### src/rtl/irq_pkg.sv
package irq_pkg;
  localparam int VEC_W     = 8;
  localparam int MAX_LINES = 32;
  localparam logic [1:0] ADDR_MASK = 2'd0;
  localparam logic [1:0] ADDR_EOI  = 2'd1;
  localparam logic [1:0] ADDR_BASE = 2'd2;

  // index of lowest set bit, 32 when none is set
  function automatic logic [5:0] low_index(input logic [31:0] v);
    logic [5:0] r;
    r = 6'd32;
    for (int i = 31; i >= 0; i--) begin
      if (v[i]) r = 6'(i);
    end
    return r;
  endfunction

  // isolate lowest set bit
  function automatic logic [31:0] low_bit(input logic [31:0] v);
    return v & (~v + 32'd1);
  endfunction

  // identifier = base + line, wrapping
  function automatic logic [VEC_W-1:0] vec_id(input logic [VEC_W-1:0] base,
                                              input logic [4:0] idx);
    return base + VEC_W'(idx);
  endfunction
endpackage

### src/rtl/irq_edge_pend.sv
module irq_edge_pend #(
  parameter int N_LINES = 8
) (
  input  logic               clk,
  input  logic               rst_n,
  input  logic [N_LINES-1:0] req_i,
  input  logic               take_i,
  input  logic [N_LINES-1:0] take_mask_i,
  output logic [N_LINES-1:0] pend_o
);
  logic [N_LINES-1:0] req_q;
  logic [N_LINES-1:0] pend_q;
  logic [N_LINES-1:0] rise_w;
  logic [N_LINES-1:0] clr_w;

  assign rise_w = req_i & ~req_q;
  assign clr_w  = take_i ? take_mask_i : '0;

  always_ff @(posedge clk or negedge rst_n) begin
    if (!rst_n) begin
      req_q  <= '0;
      pend_q <= '0;
    end else begin
      req_q  <= req_i;
      pend_q <= (pend_q & ~clr_w) | rise_w;
    end
  end

  assign pend_o = pend_q;

  a_r2_edge_latched: assert property (@(posedge clk) disable iff (!rst_n)
    (rise_w != '0) |=> ((pend_q & $past(rise_w)) == $past(rise_w)));

  a_r11_set_beats_clear: assert property (@(posedge clk) disable iff (!rst_n)
    (take_i && ((rise_w & take_mask_i) != '0)) |=> ((pend_q & $past(take_mask_i)) != '0));
endmodule

### src/rtl/irq_prio.sv
module irq_prio #(
  parameter int N_LINES = 8,
  localparam int IW = $clog2(N_LINES)
) (
  input  logic [N_LINES-1:0] pend_i,
  input  logic [N_LINES-1:0] mask_i,
  input  logic [N_LINES-1:0] isr_i,
  output logic               fwd_o,
  output logic [IW-1:0]      sel_idx_o
);
  import irq_pkg::*;
  logic [N_LINES-1:0] cand_w;
  logic [5:0]         cand_low_w;
  logic [5:0]         serv_low_w;

  assign cand_w     = pend_i & ~mask_i;
  assign cand_low_w = low_index(32'(cand_w));
  assign serv_low_w = low_index(32'(isr_i));
  // none-found codes as 32, so an empty set never wins and never blocks
  assign fwd_o      = cand_low_w < serv_low_w;
  assign sel_idx_o  = IW'(cand_low_w);
endmodule

### src/rtl/irq_svc.sv
module irq_svc #(
  parameter int N_LINES = 8,
  localparam int IW = $clog2(N_LINES)
) (
  input  logic                      clk,
  input  logic                      rst_n,
  input  logic                      ack_i,
  input  logic                      fwd_i,
  input  logic [IW-1:0]             sel_idx_i,
  input  logic                      eoi_i,
  input  logic [irq_pkg::VEC_W-1:0] base_i,
  output logic                      take_o,
  output logic [N_LINES-1:0]        take_mask_o,
  output logic [N_LINES-1:0]        isr_o,
  output logic                      phase_o,
  output logic                      vec_valid_o,
  output logic [irq_pkg::VEC_W-1:0] vec_o
);
  import irq_pkg::*;
  localparam logic [IW-1:0] SPUR_IDX = IW'(N_LINES - 1);

  logic [N_LINES-1:0] isr_q;
  logic               phase_q;
  logic [IW-1:0]      held_idx_q;
  logic               vld_q;
  logic [VEC_W-1:0]   vec_q;
  logic [N_LINES-1:0] eoi_mask_w;

  assign take_o      = ack_i & ~phase_q & fwd_i;
  assign take_mask_o = N_LINES'(1) << sel_idx_i;
  assign eoi_mask_w  = eoi_i ? N_LINES'(low_bit(32'(isr_q))) : '0;

  always_ff @(posedge clk or negedge rst_n) begin
    if (!rst_n) begin
      isr_q      <= '0;
      phase_q    <= 1'b0;
      held_idx_q <= '0;
      vld_q      <= 1'b0;
      vec_q      <= '0;
    end else begin
      isr_q <= (isr_q & ~eoi_mask_w) | (take_o ? take_mask_o : '0);
      vld_q <= 1'b0;
      vec_q <= '0;
      if (ack_i && !phase_q) begin
        phase_q    <= 1'b1;
        held_idx_q <= fwd_i ? sel_idx_i : SPUR_IDX;
      end else if (ack_i && phase_q) begin
        phase_q <= 1'b0;
        vld_q   <= 1'b1;
        vec_q   <= vec_id(base_i, 5'(held_idx_q));
      end
    end
  end

  assign isr_o       = isr_q;
  assign phase_o     = phase_q;
  assign vec_valid_o = vld_q;
  assign vec_o       = vec_q;

  a_r6_take_sets_isr: assert property (@(posedge clk) disable iff (!rst_n)
    take_o |=> ((isr_q & $past(take_mask_o)) != '0));

  a_r7_one_cycle: assert property (@(posedge clk) disable iff (!rst_n)
    vld_q |=> !vld_q);

  a_r7_after_second: assert property (@(posedge clk) disable iff (!rst_n)
    vld_q |-> ($past(ack_i) && !phase_q));

  a_r8_eoi_one_bit: assert property (@(posedge clk) disable iff (!rst_n)
    (eoi_i && !take_o && isr_q != '0) |=> ($countones(isr_q) + 1 == $past($countones(isr_q))));
endmodule

### src/rtl/ack_irq_ctrl.sv
module ack_irq_ctrl #(
  parameter int N_LINES = 8
) (
  input  logic                      clk,
  input  logic                      rst_n,
  input  logic [N_LINES-1:0]        req_i,
  input  logic                      ack_i,
  input  logic                      reg_we_i,
  input  logic [1:0]                reg_addr_i,
  input  logic [irq_pkg::VEC_W-1:0] reg_wdata_i,
  output logic                      irq_o,
  output logic                      vec_valid_o,
  output logic [irq_pkg::VEC_W-1:0] vec_o
);
  import irq_pkg::*;
  localparam int IW = $clog2(N_LINES);

  logic [N_LINES-1:0] mask_q;
  logic [VEC_W-1:0]   base_q;
  logic [N_LINES-1:0] pend_w;
  logic [N_LINES-1:0] isr_w;
  logic [N_LINES-1:0] take_mask_w;
  logic [IW-1:0]      sel_idx_w;
  logic               fwd_w;
  logic               take_w;
  logic               phase_w;
  logic               eoi_w;

  assign eoi_w = reg_we_i && (reg_addr_i == ADDR_EOI);

  always_ff @(posedge clk or negedge rst_n) begin
    if (!rst_n) begin
      mask_q <= '0;
      base_q <= '0;
    end else if (reg_we_i) begin
      if (reg_addr_i == ADDR_MASK) mask_q <= N_LINES'(reg_wdata_i);
      if (reg_addr_i == ADDR_BASE) base_q <= reg_wdata_i;
    end
  end

  irq_edge_pend #(.N_LINES(N_LINES)) u_pend (
    .clk(clk), .rst_n(rst_n), .req_i(req_i),
    .take_i(take_w), .take_mask_i(take_mask_w), .pend_o(pend_w)
  );

  irq_prio #(.N_LINES(N_LINES)) u_prio (
    .pend_i(pend_w), .mask_i(mask_q), .isr_i(isr_w),
    .fwd_o(fwd_w), .sel_idx_o(sel_idx_w)
  );

  irq_svc #(.N_LINES(N_LINES)) u_svc (
    .clk(clk), .rst_n(rst_n), .ack_i(ack_i), .fwd_i(fwd_w),
    .sel_idx_i(sel_idx_w), .eoi_i(eoi_w), .base_i(base_q),
    .take_o(take_w), .take_mask_o(take_mask_w), .isr_o(isr_w),
    .phase_o(phase_w), .vec_valid_o(vec_valid_o), .vec_o(vec_o)
  );

  assign irq_o = fwd_w & ~phase_w;

  a_r3_irq_needs_unmasked: assert property (@(posedge clk) disable iff (!rst_n)
    irq_o |-> ((pend_w & ~mask_q) != '0));

  a_r4_masked_kept: assert property (@(posedge clk) disable iff (!rst_n)
    (!take_w) |=> ((pend_w & $past(pend_w)) == $past(pend_w)));
endmodule

### config.mk
export PLATFORM = sky130hd
export DESIGN_NAME = ack_irq_ctrl
export DESIGN_NICKNAME = d
export VERILOG_FILES = /design/src/rtl/irq_pkg.sv /design/src/rtl/irq_edge_pend.sv /design/src/rtl/irq_prio.sv /design/src/rtl/irq_svc.sv /design/src/rtl/ack_irq_ctrl.sv
export SDC_FILE = /design/constraint.sdc
export NUM_CORES = 1
export LEC_CHECK = 0
export CAP_MARGIN = 20
export CORE_MARGIN = 10
export CORE_UTILIZATION = 40
export CTS_CLUSTER_SIZE = 8
export DETAILED_ROUTE_END_ITERATION = 8
export HOLD_SLACK_MARGIN = 0.06
export PLACE_DENSITY = 0.72
export RECOVER_POWER = 100
export SLEW_MARGIN = 40
export SYNTH_ARGS = -nofsm -noshare
export SYNTH_HDL_FRONTEND = slang
export SYNTH_SLANG_ARGS = --single-unit
### constraint.sdc
create_clock -name clk -period 4.5 [get_ports clk]
set_input_delay 0.675 -clock clk [delete_from_list [all_inputs] [get_ports clk]]
set_output_delay 0.675 -clock clk [all_outputs]
set_load 0.05 [all_outputs]
==> results.md <==
- Synthesis produced a netlist with a net count of 241.
- Using the TritonRoute via totals, the vias-per-cell ratio works out to 5.30.
- The number of hold violations in the final report is 0.
- The wire length of the first global-routing pass is 8.76 mm.
- The CTS clock-pin slew for the worst setup and hold paths is 0.10 ns.
- The total instance count after detailed placement is 319.
- STA puts the critical path data required time at 3.83 ns.
- Wire segments on met2 add up to 2.33 mm in the final route.
- Power spread over the standard cell area amounts to 572 mW/mm^2.
- Synthesis inferred 53 register bits.
- Across the run, the number of max-cap violations was 1.
- The number of synthesized flops with an enable pin is 0.
- The floorplan has 28 rows.
- The number of endpoints failing setup at the final stage is 0.
- TritonCTS built the clock tree.
- The synthesized-area fraction occupied by ao, oa, aoi and oai cells is 12.3%.
- Setup repair after global routing left no endpoint under its margin.
- Detailed routing placed a total of 200 um of wire on met3.
- The pin count of the biggest net entering global routing is 54.
- The width of the die is 98.7 um.
- The number of top-level pins is 32.
- The number of I/O port buffers is 31.
- The final number of max-transition violations is 54.
- The total overflow left after global routing is 0.
- The XOR/XNOR share of the synthesized area is 2.12%.
- Counting every sink on the clock net gives 53.
- Counting the buffers created by CTS gives 5.
- The worst-case hold slack is 0.446 ns.
- The post-synth design cell area is 0.00248 sq mm.
- The post-cts gate resize count is 0.
- The floorplan step defined a core boundary enclosing 0.00596 sq mm.
- The number of DRC markers in iteration 0 is 111.
- In the final design database the tool counted 280 nets.
- At the later pin of the worst-skew pair, clock insertion delay measures 0.31 ns.
- The number of routed nets with antenna violations is 0.
- The total wire length after detailed routing is 5.11 mm.
- The antenna diode instance count is 0.
- The flip-flop cell with the highest count after synthesis is sky130_fd_sc_hd__dfrtp_1.
- The async set or reset register ratio after synthesis is 100%.
- The peak fanout along the critical path is 10.
- The clock period minus final worst setup slack is 3.78 ns.
- The worst setup path category is flip-flop to primary output.
- The synthesized netlist devotes 19.6% of its cell area to simple gates.
- The per-cell routed wire length is 15.6 um.
- The fraction of final layout cells with drive strength greater than 1 is 13.1%.
- The die is 98.7 um tall.
- The pre-antenna-repair detailed-routing pass consisted of 4 iterations.
- The highest layer touched by signal routing is met4.
- The number of design rule violations left after detail routing is 0.
- The fraction of synthesized area in multiplexers is 7.28%.
- The cts-stage hold buffer count is 0.
- The floorplan step defined a die boundary enclosing 0.00974 sq mm.
- Yosys mapped the design onto 43 distinct sky130hd cell types.
- Leaving out filler cells and counting taps, the final layout contains 327.
- The initial antenna violation count is 0.
- The peak ir drop on the vdd network is 0.353 mV.
- The met1 layer wirelength in the final routing is 2.46 mm.
- STA classifies the critical path endpoint as a primary output.
- STA classifies the critical path startpoint as a flip-flop.
- The number of buffers added for setup after CTS is 0.
- The global-route total usage across every layer is 10.9%.
- Adding up every negative setup slack in the final design gives 0 ns.
- The Yosys warning count is 0.
- The share of the Yosys chip area taken by registers is 53.6%.
- Routability-driven placement finished with a final weighted congestion of 0.868.
- In this run the worst hold path is classified as flip-flop to flip-flop.
- The number of levels the H-tree was split into is 2.
- Detailed routing inserted a total of 1733 vias.
- Derived from the worst setup path, the maximum achievable clock frequency is 0.264 GHz.
- At the worst endpoint, the arrival time is 3.11 ns.
- The largest family of logic cells by synthesized area is simple AND/OR/NAND/NOR gates.
- Of the available clock period, the critical path in the final layout requires 84.1%.
- The buffer levels on the longest clock path is 2.
- The flow ran to the end, but the final reports show violations.
- The actual transition at the worst max-transition pin is 2.74 ns.
- The number of instances in the synthesized netlist is 212.
- The remaining max-slew budget at the tightest pin is -82.8%.
- The initial utilization of the core area, before any placement, comes to 41.6%.
- The cell chosen for the clock root is sky130_fd_sc_hd__clkbuf_8.
- The synthesized area per cell is 11.7 sq um.
- Across the routed clock network, the largest skew measured is 0.0107 ns.
- The HPWL after detailed placement is 3.85 mm.
- The number of global-route vias before repair is 1819.
- The cell leakage power is 1.26 nW.
- The final reports fail on max-capacitance violations, max-slew violations.
- Compared with the post-synthesis result, the final layout area differs by 19.1%.
- Summing the areas of all fa, ha and maj instances in the mapped netlist gives 3.84% of the synthesized area.
[through the flow]
step	utilization [%]	instance area [sq um]	power, mW	worst slack (ns)
floorplan	-	2480	1.22	0.965
CTS	49.8	2970	1.73	0.949
global route	49.5	2950	1.81	0.419
global placement	48.4	2880	1.44	1.44
finish	49.5	2950	1.69	0.717
detailed placement	48.4	2880	1.46	1.30
[final timing paths]
kind / slack [ns] / cells past startpoint / endpoint / from
max in group asynchronous: 1.63 / 2 / u_pend.req_q[3] / rst_n
setup / recovery: 0.72 / 11 / irq_o / mask_q[4]
setup reg to reg: 1.31 / 11 / u_pend.pend_o[6] / mask_q[4]
hold reg to reg: 0.45 / 1 / u_pend.pend_o[1] / u_pend.req_q[1]
hold / removal: 0.45 / 1 / u_pend.pend_o[1] / u_pend.req_q[1]
min in group asynchronous: 1.33 / 2 / u_svc.vec_o[5] / rst_n
[final cells by class]
type	instances	area [sq um]
fill	560	3010
sequential	53	1330
multi-input combinational	151	1110
clock inverter	2	10.0
clock buffer	6	72.6
tap	75	93.8
timing repair buffer	33	307
inverter	7	26.3
[metal layers]
layer / GRT usage (%) / vias to the layer above
met1: 14.2 / 835
met4: 5.84 / 0
met5: 0 / -
li1: - / 853
met3: 2.72 / 11
met2: 16.0 / 34
[cell usage in the layout (no fill, tap or decap), types with 4 or more instances in the layout]
| cell | n |
|---|---|
| sky130_fd_sc_hd__a21oi_1 | 4 |
| sky130_fd_sc_hd__a32o_1 | 4 |
| sky130_fd_sc_hd__a41oi_1 | 7 |
| sky130_fd_sc_hd__clkbuf_1 | 4 |
| sky130_fd_sc_hd__clkbuf_8 | 5 |
| sky130_fd_sc_hd__clkdlybuf4s50_1 | 10 |
| sky130_fd_sc_hd__dfrtp_1 | 53 |
| sky130_fd_sc_hd__dlygate4sd3_1 | 19 |
| sky130_fd_sc_hd__ha_1 | 6 |
| sky130_fd_sc_hd__inv_1 | 7 |
| sky130_fd_sc_hd__mux2_2 | 16 |
| sky130_fd_sc_hd__nand2_1 | 7 |
| sky130_fd_sc_hd__nand2b_1 | 16 |
| sky130_fd_sc_hd__nor2_1 | 19 |
| sky130_fd_sc_hd__nor2b_1 | 17 |
| sky130_fd_sc_hd__nor3_1 | 5 |
| sky130_fd_sc_hd__o21ai_0 | 4 |
[power by group]
part | switching (mW) | internal, mW
sequential | 0.0883 | 0.586
clock | 0.153 | 0.108
combinational | 0.471 | 0.280
[critical path: stages (launching register included)]
cell                       delay, ns
sky130_fd_sc_hd__dfrtp_1        0.38
sky130_fd_sc_hd__nor2b_1        0.20
sky130_fd_sc_hd__a211oi_1       0.09
sky130_fd_sc_hd__o21ai_2        0.37
sky130_fd_sc_hd__inv_1          0.17
sky130_fd_sc_hd__ha_1           0.33
sky130_fd_sc_hd__o21a_1         0.18
sky130_fd_sc_hd__o21ai_0        0.24
sky130_fd_sc_hd__nand2_1        0.11
sky130_fd_sc_hd__o31ai_2        0.08
sky130_fd_sc_hd__nor2b_1        0.17
sky130_fd_sc_hd__clkbuf_1       0.48
[logic make-up (layout without fill, tap and decap cells)]
family / after synthesis / count (layout)
buf+inv: 8 / 48
xor+xnor: 6 / 6
compound gates: 39 / 39
fa+ha+maj: 7 / 7
simple gates: 83 / 83
mux: 16 / 16
flops: 53 / 53
[synthesized netlist by cell type (all sizes together) (2+ instances only)]
library cell  count  area (sq um)
a21oi             4          20.0
a31o              2          17.5
a31oi             3          18.8
a32o              4          40.0
a41oi             7          61.3
and2              3          18.8
and3              2          12.5
dfrtp            53          1330
ha                6          75.1
inv               7          26.3
mux2             16           180
nand2             7          26.3
nand2b           16           100
nand3b            2          27.5
nor2             19          71.3
nor2b            17           106
nor3              5          25.0
nor4              2          12.5
o2111a            2          22.5
o21a              2          15.0
o21ai             5          28.8
o22ai             3          18.8
o31ai             2          20.0
or3               4          35.0
xnor2             3          26.3
xor2              3          26.3
[state kept, by name, indices dropped and copies added (netlist names)]
| name | flops |
|---|---|
| u_svc.isr_o | 8 |
| u_svc.held_idx_q | 3 |
| u_svc.vec_valid_o | 1 |
| u_pend.req_q | 8 |
| u_svc.phase_o | 1 |
| u_pend.pend_o | 8 |
| u_svc.vec_o | 8 |
| mask_q | 8 |
| base_q | 8 |
No activity file was read; power rests on OpenSTA's default activity.
